[src/rtl/gwdt_pkg.sv]
package gwdt_pkg;

  typedef enum logic [1:0] {
    UL_LOCKED = 2'd0,
    UL_HALF   = 2'd1,
    UL_OPEN   = 2'd2
  } unlock_e;

  localparam logic [7:0] KEY_FIRST  = 8'h55;
  localparam logic [7:0] KEY_SECOND = 8'hAA;

  localparam int STAT_TMO_BIT = 0;
  localparam int STAT_RST_BIT = 7;

endpackage

[src/rtl/gwdt_unlock.sv]
module gwdt_unlock
  import gwdt_pkg::*;
(
  input  logic       clk,
  input  logic       rst_n,
  input  logic       ctrl_wr,
  input  logic       low_wr,
  input  logic [7:0] wdata,
  output logic       open
);

  unlock_e st_q, st_d;

  always_comb begin
    st_d = st_q;
    if (ctrl_wr) begin
      if (st_q == UL_HALF && wdata == KEY_SECOND) begin
        st_d = UL_OPEN;
      end else if (st_q != UL_HALF && wdata == KEY_FIRST) begin
        st_d = UL_HALF;
      end else begin
        st_d = UL_LOCKED;
      end
    end else if (low_wr && st_q == UL_OPEN) begin
      st_d = UL_LOCKED;
    end
  end

  always_ff @(posedge clk or negedge rst_n) begin
    if (!rst_n) st_q <= UL_LOCKED;
    else        st_q <= st_d;
  end

  assign open = (st_q == UL_OPEN);

  // the second key byte after the first opens the registers
  a_r2_key_opens: assert property (@(posedge clk) disable iff (!rst_n)
    (ctrl_wr && st_q == UL_HALF && wdata == KEY_SECOND) |=> open);

  // a wrong byte after the first key drops back to locked
  a_r4_wrong_byte_locks: assert property (@(posedge clk) disable iff (!rst_n)
    (ctrl_wr && st_q == UL_HALF && wdata != KEY_SECOND) |=> (st_q == UL_LOCKED));

  // a low reload byte write ends the open window
  a_r5_low_write_relocks: assert property (@(posedge clk) disable iff (!rst_n)
    (low_wr && !ctrl_wr && open) |=> !open);

endmodule

[src/rtl/gwdt_reload.sv]
module gwdt_reload #(
  parameter int CNT_W = 24,
  localparam int NB = CNT_W / 8
) (
  input  logic             clk,
  input  logic             rst_n,
  input  logic [NB-1:0]    wr_sel,
  input  logic [7:0]       wdata,
  input  logic             unlock_open,
  output logic [CNT_W-1:0] reload
);

  for (genvar b = 0; b < NB; b++) begin : g_byte
    logic [7:0] byte_q, byte_d;
    logic       byte_en;

    always_comb begin
      byte_en = wr_sel[b] & unlock_open;
      byte_d  = byte_en ? wdata : byte_q;
    end

    always_ff @(posedge clk or negedge rst_n) begin
      if (!rst_n) byte_q <= 8'hFF;
      else        byte_q <= byte_d;
    end

    assign reload[b*8 +: 8] = byte_q;
  end

  // while locked, no write can move the reload value
  a_r3_locked_hold: assert property (@(posedge clk) disable iff (!rst_n)
    !unlock_open |=> $stable(reload));

endmodule

[src/rtl/gwdt_counter.sv]
module gwdt_counter #(
  parameter int CNT_W    = 24,
  parameter int MIN_LOAD = 4
) (
  input  logic             clk,
  input  logic             rst_n,
  input  logic             tick_en,
  input  logic             refresh,
  input  logic [CNT_W-1:0] reload,
  output logic [CNT_W-1:0] cnt,
  output logic             timeout
);

  localparam logic [CNT_W-1:0] FLOOR = CNT_W'(MIN_LOAD);
  localparam logic [CNT_W-1:0] ONE   = CNT_W'(1);

  logic [CNT_W-1:0] cnt_q, cnt_d, load_val;
  logic             tmo_q, tmo_d;

  always_comb begin
    load_val = (reload < FLOOR) ? FLOOR : reload;
    cnt_d    = cnt_q;
    tmo_d    = 1'b0;
    if (refresh) begin
      cnt_d = load_val;
    end else if (tick_en) begin
      if (cnt_q <= ONE) begin
        cnt_d = load_val;
        tmo_d = 1'b1;
      end else begin
        cnt_d = cnt_q - ONE;
      end
    end
  end

  always_ff @(posedge clk or negedge rst_n) begin
    if (!rst_n) begin
      cnt_q <= '1;
      tmo_q <= 1'b0;
    end else begin
      cnt_q <= cnt_d;
      tmo_q <= tmo_d;
    end
  end

  assign cnt     = cnt_q;
  assign timeout = tmo_q;

  // the timeout is a single-cycle pulse
  a_r8_single_pulse: assert property (@(posedge clk) disable iff (!rst_n)
    timeout |=> !timeout);

  // with no tick and no refresh the count holds
  a_r8_idle_hold: assert property (@(posedge clk) disable iff (!rst_n)
    (!tick_en && !refresh) |=> $stable(cnt));

  // the counter never rests at zero
  a_r6_never_zero: assert property (@(posedge clk) disable iff (!rst_n)
    cnt != '0);

  // a refresh never produces a timeout
  a_r10_refresh_wins: assert property (@(posedge clk) disable iff (!rst_n)
    refresh |=> !timeout);

endmodule

[src/rtl/gwdt_status.sv]
module gwdt_status
  import gwdt_pkg::*;
(
  input  logic       clk,
  input  logic       rst_n,
  input  logic       timeout,
  input  logic       rd_clr,
  output logic [7:0] status
);

  logic tmo_flag_q, tmo_flag_d;
  logic rst_flag_q, rst_flag_d;

  always_comb begin
    tmo_flag_d = timeout | (tmo_flag_q & ~rd_clr);
    rst_flag_d = rst_flag_q & ~rd_clr;
  end

  always_ff @(posedge clk or negedge rst_n) begin
    if (!rst_n) begin
      tmo_flag_q <= 1'b0;
      rst_flag_q <= 1'b1;
    end else begin
      tmo_flag_q <= tmo_flag_d;
      rst_flag_q <= rst_flag_d;
    end
  end

  always_comb begin
    status               = '0;
    status[STAT_TMO_BIT] = tmo_flag_q;
    status[STAT_RST_BIT] = rst_flag_q;
  end

  // a timeout always lands in the flag
  a_r9_flag_set: assert property (@(posedge clk) disable iff (!rst_n)
    timeout |=> status[STAT_TMO_BIT]);

  // a status read with no new timeout leaves both flags clear
  a_r9_read_clears: assert property (@(posedge clk) disable iff (!rst_n)
    (rd_clr && !timeout) |=> (status == 8'h00));

endmodule

[src/rtl/guarded_wdt.sv]
module guarded_wdt #(
  parameter int              ADDR_W    = 12,
  parameter logic [ADDR_W-1:0] BASE_ADDR = 12'hFF0,
  parameter int              CNT_W     = 24,
  parameter int              MIN_LOAD  = 4
) (
  input  logic              clk,
  input  logic              rst_n,
  input  logic [ADDR_W-1:0] bus_addr,
  input  logic [7:0]        bus_wdata,
  input  logic              bus_wr,
  input  logic              bus_rd,
  output logic [7:0]        bus_rdata,
  input  logic              refresh,
  input  logic              tick_en,
  output logic              timeout
);

  localparam int NB = CNT_W / 8;

  // reset: asserted at once, released after two clock edges
  logic [1:0] rst_sync_q;
  logic       rst_int_n;

  always_ff @(posedge clk or negedge rst_n) begin
    if (!rst_n) rst_sync_q <= 2'b00;
    else        rst_sync_q <= {rst_sync_q[0], 1'b1};
  end

  assign rst_int_n = rst_sync_q[1];

  // address decode: slot i follows the control address, upper byte first
  logic          ctrl_hit;
  logic [NB-1:0] slot_hit;
  logic [NB-1:0] wr_sel;

  assign ctrl_hit = (bus_addr == BASE_ADDR);

  for (genvar i = 0; i < NB; i++) begin : g_dec
    localparam logic [ADDR_W-1:0] SLOT_ADDR = ADDR_W'(BASE_ADDR + ADDR_W'(i + 1));
    assign slot_hit[i]      = (bus_addr == SLOT_ADDR);
    assign wr_sel[NB-1-i]   = bus_wr & slot_hit[i];
  end

  logic             unlock_open;
  logic [CNT_W-1:0] reload;
  logic [CNT_W-1:0] cnt;
  logic [7:0]       status;

  gwdt_unlock u_unlock (
    .clk     (clk),
    .rst_n   (rst_int_n),
    .ctrl_wr (bus_wr & ctrl_hit),
    .low_wr  (wr_sel[0]),
    .wdata   (bus_wdata),
    .open    (unlock_open)
  );

  gwdt_reload #(.CNT_W(CNT_W)) u_reload (
    .clk         (clk),
    .rst_n       (rst_int_n),
    .wr_sel      (wr_sel),
    .wdata       (bus_wdata),
    .unlock_open (unlock_open),
    .reload      (reload)
  );

  gwdt_counter #(.CNT_W(CNT_W), .MIN_LOAD(MIN_LOAD)) u_counter (
    .clk     (clk),
    .rst_n   (rst_int_n),
    .tick_en (tick_en),
    .refresh (refresh),
    .reload  (reload),
    .cnt     (cnt),
    .timeout (timeout)
  );

  gwdt_status u_status (
    .clk     (clk),
    .rst_n   (rst_int_n),
    .timeout (timeout),
    .rd_clr  (bus_rd & ctrl_hit),
    .status  (status)
  );

  // read mux: status at the control address, live count bytes at the slots
  always_comb begin
    bus_rdata = 8'h00;
    if (ctrl_hit) bus_rdata = status;
    for (int i = 0; i < NB; i++) begin
      if (slot_hit[i]) bus_rdata = cnt[(NB-1-i)*8 +: 8];
    end
  end

  // an address outside the block reads as zero
  a_r11_unmapped_zero: assert property (@(posedge clk) disable iff (!rst_int_n)
    (!ctrl_hit && slot_hit == '0) |-> (bus_rdata == 8'h00));

endmodule

[config.mk]
export PLATFORM = sky130hd
export DESIGN_NAME = guarded_wdt
export DESIGN_NICKNAME = d
export VERILOG_FILES = /design/src/rtl/gwdt_pkg.sv /design/src/rtl/gwdt_unlock.sv /design/src/rtl/gwdt_reload.sv /design/src/rtl/gwdt_counter.sv /design/src/rtl/gwdt_status.sv /design/src/rtl/guarded_wdt.sv
export SDC_FILE = /design/constraint.sdc
export NUM_CORES = 1
export LEC_CHECK = 0
export BUFFER_PORTS_ARGS = -buffer_cell sky130_fd_sc_hd__buf_2
export CORE_ASPECT_RATIO = 1.2
export CORE_MARGIN = 3
export CORE_UTILIZATION = 59
export CTS_CLUSTER_SIZE = 8
export DETAILED_ROUTE_END_ITERATION = 6
export GPL_ROUTABILITY_DRIVEN = 0
export PLACE_DENSITY = 0.8
export SLEW_MARGIN = 15
export SYNTH_ARGS = -nofsm -noshare
export SYNTH_HDL_FRONTEND = slang
export SYNTH_SLANG_ARGS = --single-unit
[constraint.sdc]
create_clock -name clk -period 2.1 [get_ports clk]
set_clock_uncertainty 0.05 [all_clocks]
set_input_delay 0.105 -clock clk [delete_from_list [all_inputs] [get_ports clk]]
set_output_delay 0.105 -clock clk [all_outputs]
set_load 0.01 [all_outputs]
* Word-level counts from Yosys, hierarchy flattened
Cells that the tools add are included.
** Cells by class
- Add/sub/neg operators :: 1
- Magnitude comparators :: 2
- Equality and inequality tests :: 9
- Mux-type cells :: 15
- Bitwise gates (word level) :: 12
- Reductions and logical operators :: 5
** Operators with widths (count)
- 2-to-1 mux 24 bit :: 4
- equality test 12 bit, second input constant :: 4
- 2-to-1 mux 8 bit :: 4
- less-or-equal comparator 24 x 1 -> 1 bit, second input constant :: 1
- < comparator 24 x 3 -> 1 bit, second input constant :: 1
- subtractor 24 x 1 -> 24 bit, second input constant :: 1
- bitwise AND 1 bit :: 10
- equality test 8 x 7 -> 1 bit, second input constant :: 1
- equality test 8 bit, second input constant :: 1
- 2-to-1 mux 2 bit :: 3
- 2-to-1 mux 1 bit :: 4
- nonzero test 2 bit :: 2
- logical AND 1 bit :: 3
- equality test 2 x 1 -> 1 bit, second input constant :: 1
- equality test 2 bit, second input constant :: 1
- != test 2 x 1 -> 1 bit, second input constant :: 1
- NOT 1 bit :: 1
- OR 1 bit :: 1
** Word-level totals
- Register bits :: 55
- Input port bits :: 26
- Output and inout bits :: 9
- Logic and storage cells :: 53

* Longest topological paths before layout
Gate-level depths: netlist of run 1.
- Depth in word-level cells :: 5
- Gate-level depth with buffers :: 9
- Mapped depth without buffers :: 7

* Hierarchy
A second synthesis of run 1 with hierarchy kept.
** Unflattened totals
- Cell total of the unflattened synthesis :: 328
- Area, all modules :: 3397.0 um^2
** By module, submodules not included
- gwdt_counter :: times used 1, cells an instance 210, area an instance 1756.7 um^2, seq. area each 655.6 um^2
- gwdt_reload :: times used 1, cells an instance 51, area an instance 919.6 um^2, seq. area each 630.6 um^2
- guarded_wdt :: times used 1, cells an instance 37, area an instance 442.9 um^2, seq. area each 50.0 um^2
- gwdt_unlock :: times used 1, cells an instance 16, area an instance 145.1 um^2, seq. area each 50.0 um^2
- gwdt_status :: times used 1, cells an instance 14, area an instance 132.6 um^2, seq. area each 51.3 um^2

* Worst setup path after synthesis of run 1
Ideal clock, no wire load.
- Kind :: register to register
- Start point :: register u_counter.cnt_q[0], in the netlist u_counter.cnt[0]
- End point :: register u_counter.cnt_q[16], in the netlist u_counter.cnt[16]
- Arrival time :: 1.993 ns
- Data required time :: 1.968 ns
- Path slack :: -0.025 ns
- Stages on the path, launching flop included :: 8
- Buffers on the path :: 0
- Clock period less this slack :: 2.125 ns
- Path through :: dfstp_2 -> inv_1 -> ha_1 -> or4b_1 -> nor2_1 -> nand4b_1 -> a32o_1 -> mux2_2
** On the way
- Cells in the longest elaborated chain, start to end :: 4
- Elaborated cells between the ends (all ways) :: 5
- Those cells by class :: 1 x add/sub; 1 x order compare; 3 x mux
** RTL lines
- start, declared :: line gwdt_counter.sv:17 : logic [CNT_W-1:0] cnt_q, cnt_d, load_val;
- start signal, assigned :: line gwdt_counter.sv:41 : cnt_q <= cnt_d;
- subtractor 24 x 1 -> 24 bit or less-or-equal comparator 24 x 1 -> 1 bit (tied branches) :: line gwdt_counter.sv:31, gwdt_counter.sv:27
- 2-to-1 mux 24 bit (*) :: line gwdt_counter.sv:27 : if (cnt_q <= ONE) begin
- 2-to-1 mux 24 bit (*) :: line gwdt_counter.sv:26 : end else if (tick_en) begin
- 2-to-1 mux 24 bit (*) :: line gwdt_counter.sv:24 : if (refresh) begin
Mark *: on every way between the ends. The rest lies on a longest branch, timed or not. The select of a mux whose other input is x is not followed.
A chain may end at the register's enable or synchronous reset.

* Final worst setup path of run 1
- Start point :: register u_counter.cnt_q[6], in the netlist u_counter.cnt[6]
- End point :: register u_counter.cnt_q[13], in the netlist u_counter.cnt[13]
The elaborated chain is that of the path after synthesis.

==> results of run 1 <==
==> registers in the layout, summed over array words and instances (netlist names) <==
signal	count
u_counter.cnt	24
u_reload.g_byte.byte_q	24
rst_sync_q	2
u_unlock.st_q	2
u_counter.timeout	1
u_status.rst_flag_q	1
u_status.tmo_flag_q	1
==> per-stage QoR <==
step / hold slack, ns / instances
floorplan: -0.241 / 324
global placement: -0.160 / 454
detailed placement: -0.160 / 454
CTS: 0.0345 / 468
global route: 0.0324 / 470
finish: 0.0384 / 470
==> synth_stat cells, drive strengths merged (3+ instances only) <==
cell	number
dfstp	49
a21oi	8
nor3	17
nand4	9
nand2	18
and3	4
nor2b	5
inv	7
nand3	20
a2bb2oi	3
or4	5
a22oi	6
dfrtp	6
clkbuf	11
buf	8
or4b	3
nor4	16
o21a	3
a311o	4
mux2	32
nor4bb	3
nor2	22
o21ai	14
or3	5
==> where the power goes <==
group	total, mW	leakage (nW)	switching (mW)	internal [mW]
registers	1.17	0.584	0.0402	1.13
clock network	0.618	0.0489	0.375	0.242
logic	0.704	1.12	0.383	0.322
==> critical path, cell delays in order (launching register included) <==
cell and delay (ns):
dfstp_2 0.38, buf_4 0.15, nor4_2 0.34, buf_4 0.18, nand3_1 0.11, or3b_2 0.52, nor4_1 0.25, a311o_1 0.19
==> layout make-up <==
type                       instances  area [sq um]  area share
clock buffer                       5          68.8      0.0163
clock inverter                     3          22.5     0.00533
inverter                           7          26.3     0.00621
multi-input combinational        243          1920       0.453
sequential                        55          1440       0.340
tap                               62          77.6      0.0183
timing repair buffer              95           678       0.160
==> logic make-up after synthesis <==
group,share of synthesized area
muxes,0.127
and+or+nand+nor,0.257
adders and majority gates,0.00749
other,0.00112
AOI/OAI and AO/OA,0.136
buffers and inverters,0.0404
DFF,0.430
==> routing by layer <==
layer | global-route usage | vias to the layer above
met5 | 0 | -
met4 | 0.125 | 0
met3 | 0.0602 | 71
met2 | 0.532 | 237
met1 | 0.409 | 1625
li1 | - | 1414
==> worst max path at each step <==
| stage | to | slack [ns] |
|---|---|---|
| 2_1_floorplan | u_counter.cnt[8]$_DFFE_PN1P_ | -0.006 |
| 3_3_place_gp | u_counter.cnt[16]$_DFFE_PN1P_ | -0.07 |
| 3_5_place_dp | u_counter.cnt[4]$_DFFE_PN1P_ | -0.09 |
| 4_1_cts | u_counter.cnt[16]$_DFFE_PN1P_ | 0.01 |
| 5_1_grt | u_counter.cnt[13]$_DFFE_PN1P_ | -0.20 |
| 6_report | u_counter.cnt[13]$_DFFE_PN1P_ | -0.13 |
==> timing repair <==
item / CTS / global route
hold endpoints to repair: 2 / 0
pin swaps: 3 / 15
endpoints found under the setup margin: 19 / 23
resized for setup: 6 / 31
buffers inserted: 5 / 2
hold buffers: 1 / 0
==> results.md, run 1 <==
CTS:
- TritonCTS built the clock tree.
- The later pin in the worst-skew pair is clocked with a latency of 0.32 ns.
- The library cell used as clock root buffer is clkbuf_8.
- Counting the buffers created by CTS gives 5.
- The clock transition at the registers of the reported paths is 0.11 ns.
- The longest clock path from root to sink contains 2 buffers.
- The clock tree synthesis step divided the H-tree into 2 levels.
- The tree built by TritonCTS fans out to 55 sinks.

Logic synthesis:
- The synthesized design contains 55 register bits.
- Of all flip-flops after synthesis, the portion carrying an async set or reset was 1.00.
- After synthesis, the cell types taking the most area are dfstp_2, mux2_2, dfrtp_1, nand3_1, nor4_1.
- The number of nets in the synthesized netlist is 352.
- The synthesized area per cell is 10.3 sq um.
- Synthesis produced a netlist whose cell count is 324.
- The register area share after synthesis is 0.430.
- During synthesis, Yosys emitted a total of 0 warnings.
- The number of flops mapped to enable cells by yosys is 0.
- The most common flop cell mapped by yosys is dfstp_2.
- The share of synthesized area in the top cell type comes to 0.385.
- In this run, distinct cell masters in the synthesized netlist total 68.
- Of all cell types, the one taking the most synthesized area is dfstp_2.
- The synthesized cell area is 3340 sq um.

Finish:
- The most common library cell in the layout ignoring fill and taps is buf_4.
- 0 antenna diodes ended up in the layout.
- The fill cell total of the finished layout is 322.
- The share of final-layout standard cells stronger than drive strength 1 is 0.556.
- The area growth from synthesis to layout is 26.5%.
- The net count of the finished layout is 435.
- After routing the design area is 4230 sq um.
- For this run, the share of the core covered by cells in the final layout is 0.787.
- The library cells used most frequently in the layout, excluding fill and tap cells, are buf_4, dfstp_2, buf_2, mux2_2, nand3_1.

Timing:
- The total count of max-transition violations in the final report is 0.
- The relative max-transition margin is 0.488.
- The fraction of the cycle the final worst path needs is 1.06.
- The fmax is 448 MHz.
- The setup slack after layout is -0.132 ns.
- The routed design could run at a clock period as short as 2.23 ns.
- Setup repair after global routing could not meet its margin everywhere.
- Setup violations remaining at the end of the flow were counted as 15.
- The actual slew at the worst max-slew pin is 0.766 ns.
- The number of hold violations in the final report is 0.
- For the final routed database, the setup TNS stands at -0.451 ns.

Global route:
- The first global-routing pass estimated 15900 microns of wire.
- The total overflow left after global routing is 0.
- In the global route stage, overall resource usage came out at 0.319.
- The initial antenna violation count is 0.
- The number of global-route vias before repair is 3137.
- Entering global routing, the biggest net connects 28 pins.

Setup path:
- The capturing element type of the critical path is a flip-flop.
- Along the worst path, the maximum fanout reaches 6.
- The critical path is of the reg -> reg type.
- The startpoint kind of the worst setup timing path is a flip-flop.
- The launch point of the worst reg-to-reg path is u_counter.cnt[6]$_DFFE_PN1P_.
- The critical path data required time is 2.31 ns.
- The worst register-to-register path ends at u_counter.cnt[13]$_DFFE_PN1P_.
- The logic depth of the worst register-to-register path is 7.
- The launching element of the worst setup path is u_counter.cnt[6]$_DFFE_PN1P_.
- The data arrival at the endpoint of the critical path is 2.44 ns.
- Setup slack on the worst reg-to-reg path comes out at -0.13 ns.

Routing:
- The highest metal layer carrying signal wires in the routed design is met4.
- The length of the first detailed-routing pass in iterations is 5.
- After detailed routing, the total wire length is 10800 microns.
- The vias after detailed routing is 3347.
- The count of routing violations after the opening detailed-route iteration is 502.
- After detailed routing, the number of remaining DRC violations is 0.
- The per-cell via count in the routed design is 7.12.
- The remaining number of nets flagged by the antenna check after routing is 0.
- The met2 wirelength from detailed routing is 5380 microns.
- After detailed routing, the average wire length per cell comes to 23.0 microns.
- The total routed wire length on the met1 layer is 3950 microns.
- The routed length on met3 is 929 microns.

Hold path:
- The min-delay analysis places its worst path in the category in -> reg.
- The instance count along the most critical hold path is 2.
- The endpoint of the worst hold-timing path is u_reload.g_byte[0].byte_q[7]$_DFFE_PN1P_.
- The startpoint of the most critical hold path is bus_wdata[7].

Placement:
- Prior to clock tree synthesis, the placed netlist has a worst setup slack of -0.0897 ns.
- The cell area after placement is 3900 sq um.
- The half-perimeter wire length of the detailed placement result is 7130 microns.
- The count of buffers inserted at the top-level ports is 34.

Die:
- The die outline width is 74.7 microns.
- The region available for standard cell placement spans 5370 sq um.
- For this design the top-level I/O count stands at 35.
- For this configuration, the core starts out at a cell density of 0.622.
- The floorplan has 29 rows.
- The area of the die is 6610 sq um.
- Measured along the y axis, the die boundary spans 88.4 microns.

Power and ir drop:
- Power spread over the standard cell area amounts to 588 nW/um^2.
- The worst-case IR drop observed on VDD is 554 uV.
- The design draws 2.49 mW.
- Summed over all cells, the static leakage comes to 1.76 nW.

Status:
- The flow ran to the end, but the final reports show violations.
- The checks that failed: setup timing.

Job:
- The count of max-cap constraint violations is 0.
Power figures use the tool's default switching activity.
==> run 2, diff against run 1 <==
Settings changed: CELL_PAD_IN_SITES_DETAIL_PLACEMENT set to 0, CELL_PAD_IN_SITES_GLOBAL_PLACEMENT set to 1, CORE_UTILIZATION 59 to 46, PLACE_DENSITY 0.8 to unset, PLACE_DENSITY_LB_ADDON set to 0.1.
==> run 2 against run 1 <==
The flow still finishes with violations (setup timing). Sequential share of layout area decreased by 1.2 points. Clock power rose by 5.8%. Worst setup slack improved by 0.076 ns. Sequential power hardly changed. Non-clock buffer count rose by 13. Power increased by 2.0%. Critical path type unchanged. Largest cell class unchanged. Largest power group unchanged.
==> results.md, run 2 (same netlist as run 1, synthesis figures left out) <==
Status:
- The run finished, with violations left.
- The final reports fail on setup timing.

Power and ir drop:
- IR analysis of the VDD net gives a maximum drop of 443 uV.
- For this design the total switching power over the nets is 814 uW.
- The power per cell area is 579 nW/um^2.
- The clock share of power is 0.258.
- Of the total power, the share spent switching nets is 0.321.
- The leakage power is 1.82 nW.
- The part of the power in combinational logic is 0.284.
- Of the total power, registers draw 0.458.
- The internal power of the cells totals 1.72 mW.

Routing:
- The per-cell via count in the routed design is 6.19.
- The remaining number of nets flagged by the antenna check after routing is 0.
- Summed over all layers, the routed wires come to 10400 microns.
- The average wire length per cell after detail routing is 20.6 microns.
- The length of the first detailed-routing pass in iterations is 5.
- The vias after detailed routing is 3143.
- In this run, the number of DRC markers left after iteration 0 of detailed routing was 223.
- After detailed routing, the number of remaining DRC violations is 0.

CTS:
- The TritonCTS sink count is 55.
- The number of clock buffers added by TritonCTS is 5.
- In this run the clock root is driven by a clkbuf_8.
- Clock-pin slew was measured on the worst setup and hold paths at 0.12 ns.
- The worst-case clock buffer depth is 2.
- The latest clock arrival within the worst-skew pair is 0.32 ns.
- The clock tree from TritonCTS is built.
- The number of levels the H-tree was split into is 2.

Setup path:
- The critical path class is reg -> reg.
- For the worst setup path, the data arrival time is 2.37 ns.
- The worst register-to-register path begins at u_counter.cnt[11]$_DFFE_PN1P_.
- Setup slack on the worst reg-to-reg path comes out at -0.06 ns.
- The worst register-to-register path ends at u_counter.cnt[8]$_DFFE_PN1P_.
- Along the worst path, the maximum fanout reaches 7.
- The logic depth of the worst register-to-register path is 7.
- STA classifies the critical path endpoint as a flip-flop.
- The critical path data required time is 2.31 ns.
- STA classifies the critical path startpoint as a flip-flop.

Global route:
- The first global-routing pass estimated 15800 microns of wire.
- The number of global-route vias before repair came to 3007.
- Entering global routing, the biggest net connects 54 pins.
- Across every metal layer, demand over resource in global routing totals 0.243.
- The remaining global-route overflow is 0.
- The initial antenna violation count is 0.

Timing:
- The actual slew at the worst max-slew pin is 0.686 ns.
- Setup slack on the critical path of the routed design comes to -0.0568 ns.
- The final critical path time including I/O delays and setup is 2.16 ns.
- Measured against its own limit, the worst slew margin works out to 0.542.
- The number of hold violations in the final report is 0.
- Setup repair after global routing could not meet its margin everywhere.
- Static timing analysis puts the maximum clock frequency at 464 MHz.
- The total count of max-transition violations in the final report was 0.
- The tightest hold path in the finished design has a slack of 0.0312 ns.
- The number of setup violations in the final report is 10.
- The fraction of the cycle the final worst path needs is 1.03.

Placement:
- The half-perimeter wire length of the detailed placement result is 7520 microns.
- Port buffering added 34 buffers.
- Once placement finished, the instance area stood at 3920 sq um.

Die:
- The area of the die is 8330 sq um.
- After floorplanning, the core was divided into 33 placement rows.
- For this design the top-level I/O count stands at 35.
- The die outline width is 83.8 microns.
- The initial utilization of the core area, before any placement, comes to 0.482.
- In this run the standard cell core region covers 6940 sq um.
- The die height is 99.4 microns.

Finish:
- From synthesis to final layout, the design area changed by 31.1%.
- The net count of the finished layout is 448.
- Counting the fill cells in the layout gives 589.
- Of the cells placed in the final design, the portion with a size suffix greater than 1 is 0.570.
- In the final layout, the multi-input gates occupy 1940 sq um.
- Summing all flip-flop and latch instances after layout gives 1440 sq um.
- The number of antenna diodes in the final layout is 0.
- The most common library cell in the layout ignoring fill and taps is buf_4.
- The finished cells cover 4380 sq um.
- In the layout the commonest cells are buf_4, dfstp_2, buf_2, mux2_2, nand3_1.

Hold path:
- The endpoint of the worst hold-timing path is u_reload.g_byte[0].byte_q[6]$_DFFE_PN1P_.
- The tightest min-delay check is of the in -> reg type.
- Along the worst hold path, the cell count comes to 2.
- The worst hold path begins at bus_wdata[6].

Job:
- Max-cap violations in this run came to 0.
==> run 2: cell types whose count changed in the layout (fill, tap and decap cells not counted), moves of 2 or more <==
cell     before  now
buf_4        52   63
buf_6         6    9
nor2_2        2    0
nor2_4        2    4
nor3_2        3    1
o21ai_0      10   12
or3_1         4    2
or3_4         1    3
==> run 2: worst max-delay path, stage by stage (launching register included) <==
cell,delay (ns)
dfstp_2,0.40
or4_4,0.55
nor2b_4,0.25
a31o_4,0.28
buf_6,0.16
buf_6,0.10
o21ai_2,0.04
a211o_1,0.26
==> run 2: metrics by stage <==
| step | instances | setup TNS [ns] | setup WS (ns) | total power [mW] | util |
|---|---|---|---|---|---|
| after floorplan | 324 | -0.00590 | -0.00590 | 1.48 | - |
| after global placement | 479 | -0.522 | -0.113 | 1.73 | 0.565 |
| after detailed placement | 479 | -0.875 | -0.123 | 1.73 | 0.565 |
| after CTS | 497 | -0.160 | -0.0781 | 2.46 | 0.603 |
| after global routing | 508 | -0.960 | -0.104 | 2.65 | 0.632 |
| final | 508 | -0.220 | -0.0568 | 2.54 | 0.632 |
==> run 2: layer usage <==
metal,part of all wire,GRT usage
met1,0.43,0.314
met2,0.49,0.407
met3,0.048,0.0414
met4,0.033,0.0928
met5,0,0
==> run 2: how the worst max path moves through the flow <==
stage	start	to	slack, ns	cells after the start
2_1_floorplan	u_counter.cnt[5]$_DFFE_PN1P_	u_counter.cnt[8]$_DFFE_PN1P_	-0.006	8
3_3_place_gp	u_counter.cnt[1]$_DFFE_PN1P_	u_counter.cnt[16]$_DFFE_PN1P_	-0.11	7
3_5_place_dp	u_counter.cnt[20]$_DFFE_PN1P_	u_counter.cnt[0]$_DFFE_PN1P_	-0.12	5
4_1_cts	u_counter.cnt[20]$_DFFE_PN1P_	u_counter.cnt[0]$_DFFE_PN1P_	-0.08	6
5_1_grt	u_counter.cnt[19]$_DFFE_PN1P_	u_counter.cnt[8]$_DFFE_PN1P_	-0.10	8
6_report	u_counter.cnt[11]$_DFFE_PN1P_	u_counter.cnt[8]$_DFFE_PN1P_	-0.06	7
==> run 2: layout make-up <==
type	instances	area share
well taps	87	0.0248
clock inverters	3	0.00628
inverters	7	0.00600
flip-flops and latches	55	0.328
multi-input cells	243	0.442
repair buffers	108	0.177
clock buffers	5	0.0157
==> run 2: repair_timing <==
| item | CTS | global route |
|---|---|---|
| setup buffers | 9 | 12 |
| gates cloned | 0 | 0 |
| hold buffers | 1 | 0 |
| endpoints found under the hold margin | 2 | 0 |
| setup endpoints to repair | 21 | 22 |
| pin swaps | 7 | 13 |
| resized for setup | 17 | 26 |
==> run 2: power by group through the flow <==
| stage | sequential [mW] | combinational, mW | clock, mW |
|---|---|---|---|
| final | 1.16 | 0.721 | 0.654 |
| after global routing | 1.17 | 0.769 | 0.710 |
| after CTS | 1.16 | 0.636 | 0.666 |
| after detailed placement | 1.18 | 0.552 | 0 |
| after global placement | 1.18 | 0.548 | 0 |
| after floorplan | 1.19 | 0.297 | 0 |
==> run 3, diff against run 2 <==
Settings changed: HOLD_SLACK_MARGIN set to 0.1.
==> run 3 against run 2 <==
The run still ends with setup timing left. Clock power down 0.6%. Non-clock buffer count up 9. Global-route usage up 0.088 points. Maximum frequency down 0.38%. Flip-flop and latch count unchanged. Critical path depth unchanged. Count of clock-buffer cells in the layout unchanged. Critical path type unchanged.
==> results.md, run 3 (same netlist as run 1, synthesis figures left out) <==
Status:
- The run finished, with violations left.
- The final reports fail on setup timing.

Timing:
- The total count of max-transition violations in the final report is 0.
- Once routing completed, OpenROAD measured the worst setup slack at -0.0651 ns.
- The fmax is 462 MHz.
- The number of setup violations in the final report is 10.
- Across all hold checks on the routed design, the worst slack comes to 0.149 ns.
- In this run the tightest slew margin relative to its limit is 0.548.
- Setup repair after global routing could not meet its margin everywhere.
- In the finished design, the share of the clock period the worst path needs comes to 1.03.
- At the pin with the least slew margin, the transition time is 0.678 ns.
- After layout, the minimum clock period comes to 2.17 ns.
- The number of hold violations in the final report was 0.

CTS:
- CTS placed an instance of clkbuf_8 at the clock tree root.
- For the worst-skew pair, the clock arrives at the later sink with an insertion delay of 0.32 ns.
- The number of clock buffers added by TritonCTS is 5.
- The clock transition at the registers of the reported paths is 0.11 ns.
- The H-tree generated during clock tree synthesis spans 2 levels.
- CTS saw 55 sinks.
- The worst-case clock buffer depth is 2.
- TritonCTS built the clock tree.

Routing:
- The per-cell via count in the routed design is 6.16.
- The average wire length per cell after detail routing is 20.2 microns.
- The first detailed-routing pass took 5 iterations.
- The routed layout has 3185 vias.
- The count of routing violations after the opening detailed-route iteration is 245.
- The detailed-route DRC error count is 0.
- After detailed routing, the total wire length is 10500 microns.
- The count of nets left with antenna violations once routing finished came out at 0.

Setup path:
- The data arrival at the endpoint of the critical path is 2.37 ns.
- The worst setup path is launched from a flip-flop.
- The critical path data required time is 2.31 ns.
- The worst setup path is of the reg -> reg kind.
- The maximum net fanout on the critical path is 7.
- The capturing element type of the critical path is a flip-flop.

Job:
- The tool flagged a number of max-cap violations equal to 0.

Global route:
- The number of global-route vias before repair is 3035.
- The remaining global-route overflow is 0.
- The initial antenna violation count is 0.
- Entering global routing, the biggest net connects 54 pins.
- For this run, the total global-route usage over all layers was measured as 0.243.
- The first global-routing pass estimated 15900 microns of wire.

Die:
- The number of rows in the core area is 33.
- The die outline width is 83.8 microns.
- The placeable core area is 6940 sq um.
- The floorplan step set the die height to 99.4 microns.
- The area of the die is 8330 sq um.
- The boundary pin count is 35.
- For this configuration, the core starts out at a cell density of 0.482.

Power and ir drop:
- The leakage power is 1.86 nW.
- Summing internal, switching and leakage power gives 2.55 mW.
- VDD sags by at most 444 uV.
- The power per cell area is 569 nW/um^2.

Finish:
- The net count of the finished layout is 457.
- The summed area of non-filler cells in the final layout is 4470 sq um.
- The antenna diode instance count is 0.
- The share of final-layout standard cells stronger than drive strength 1 is 0.558.
- The library cell used most frequently in the layout, excluding fill and tap cells, is buf_4.
- The library cells used most frequently in the layout, excluding fill and tap cells, are buf_4, dfstp_2, buf_2, mux2_2, nand3_1.
- Relative to the synthesized area, the layout overhead comes to 33.8%.

Hold path:
- The path class of the tightest hold or removal check is in -> reg.

Placement:
- The half-perimeter wire length of the detailed placement result is 7520 microns.
- Input and output buffers added on the ports amount to 34.
- In this run the cell area measured after placement is 3920 sq um.
- The post-placement setup slack is -0.123 ns.
-- run 3: cell types whose count changed in the layout (fill, tap and decap cells not counted) --
cell | previous run | this run
dlygate4sd3_1 | 1 | 10
-- run 3: final timing paths --
path | end | slack (ns) | start | cells after the start
min in group asynchronous | u_status.tmo_flag_q$_DFF_PN0_ | 0.36 | rst_sync_q[1]$_DFF_PN0_ | 1
worst max register to register | u_counter.cnt[8]$_DFFE_PN1P_ | -0.07 | u_counter.cnt[11]$_DFFE_PN1P_ | 7
worst min-delay path | u_status.tmo_flag_q$_DFF_PN0_ | 0.15 | bus_rd | 3
max in group asynchronous | u_unlock.st_q[0]$_DFFE_PN0P_ | 1.21 | rst_sync_q[1]$_DFF_PN0_ | 1
worst min register to register | rst_sync_q[1]$_DFF_PN0_ | 0.33 | rst_sync_q[0]$_DFF_PN0_ | 0
worst max-delay path | u_counter.cnt[8]$_DFFE_PN1P_ | -0.07 | u_counter.cnt[11]$_DFFE_PN1P_ | 7
-- run 3: metrics by stage --
stage | TNS [ns] | instances | utilization
2_1_floorplan | -0.00590 | 324 | -
3_3_place_gp | -0.522 | 479 | 0.565
3_5_place_dp | -0.875 | 479 | 0.565
4_1_cts | -0.160 | 506 | 0.616
5_1_grt | -0.960 | 517 | 0.645
6_report | -0.237 | 517 | 0.645
-- run 3: worst max-delay path, cell delays in order (launching register included) --
cell and delay [ns]:
dfstp_2 0.40, or4_4 0.55, nor2b_4 0.25, a31o_4 0.28, buf_6 0.16, buf_6 0.10, o21ai_2 0.04, a211o_1 0.26
-- run 3: report_power, final --
part	internal, mW	leakage, nW	switching, mW	total (mW)
Clock	0.249	0.0467	0.402	0.650
Sequential	1.13	0.584	0.0354	1.16
Combinational	0.359	1.23	0.375	0.733
Total	1.73	1.86	0.812	2.55
-- run 3: metal layers --
layer | track usage | routed length, microns
met1 | 0.315 | 4450
met2 | 0.412 | 5210
met3 | 0.0398 | 468
met4 | 0.0891 | 330
met5 | 0 | 0
-- run 3: layout make-up --
cell class,instances,area (sq um)
sequential,55,1440
tap,87,109
clock buffer,5,68.8
fill,578,2460
multi-input combinational,243,1940
inverter,7,26.3
clock inverter,3,27.5
timing repair buffer,117,865
-- run 3: what timing repair did --
action,in CTS,in global routing
hold buffers,10,0
hold endpoints to repair,26,0
gates resized for setup,17,26
gates cloned,0,0
endpoints found under the setup margin,21,22
buffers inserted,9,12
pin swaps,7,13
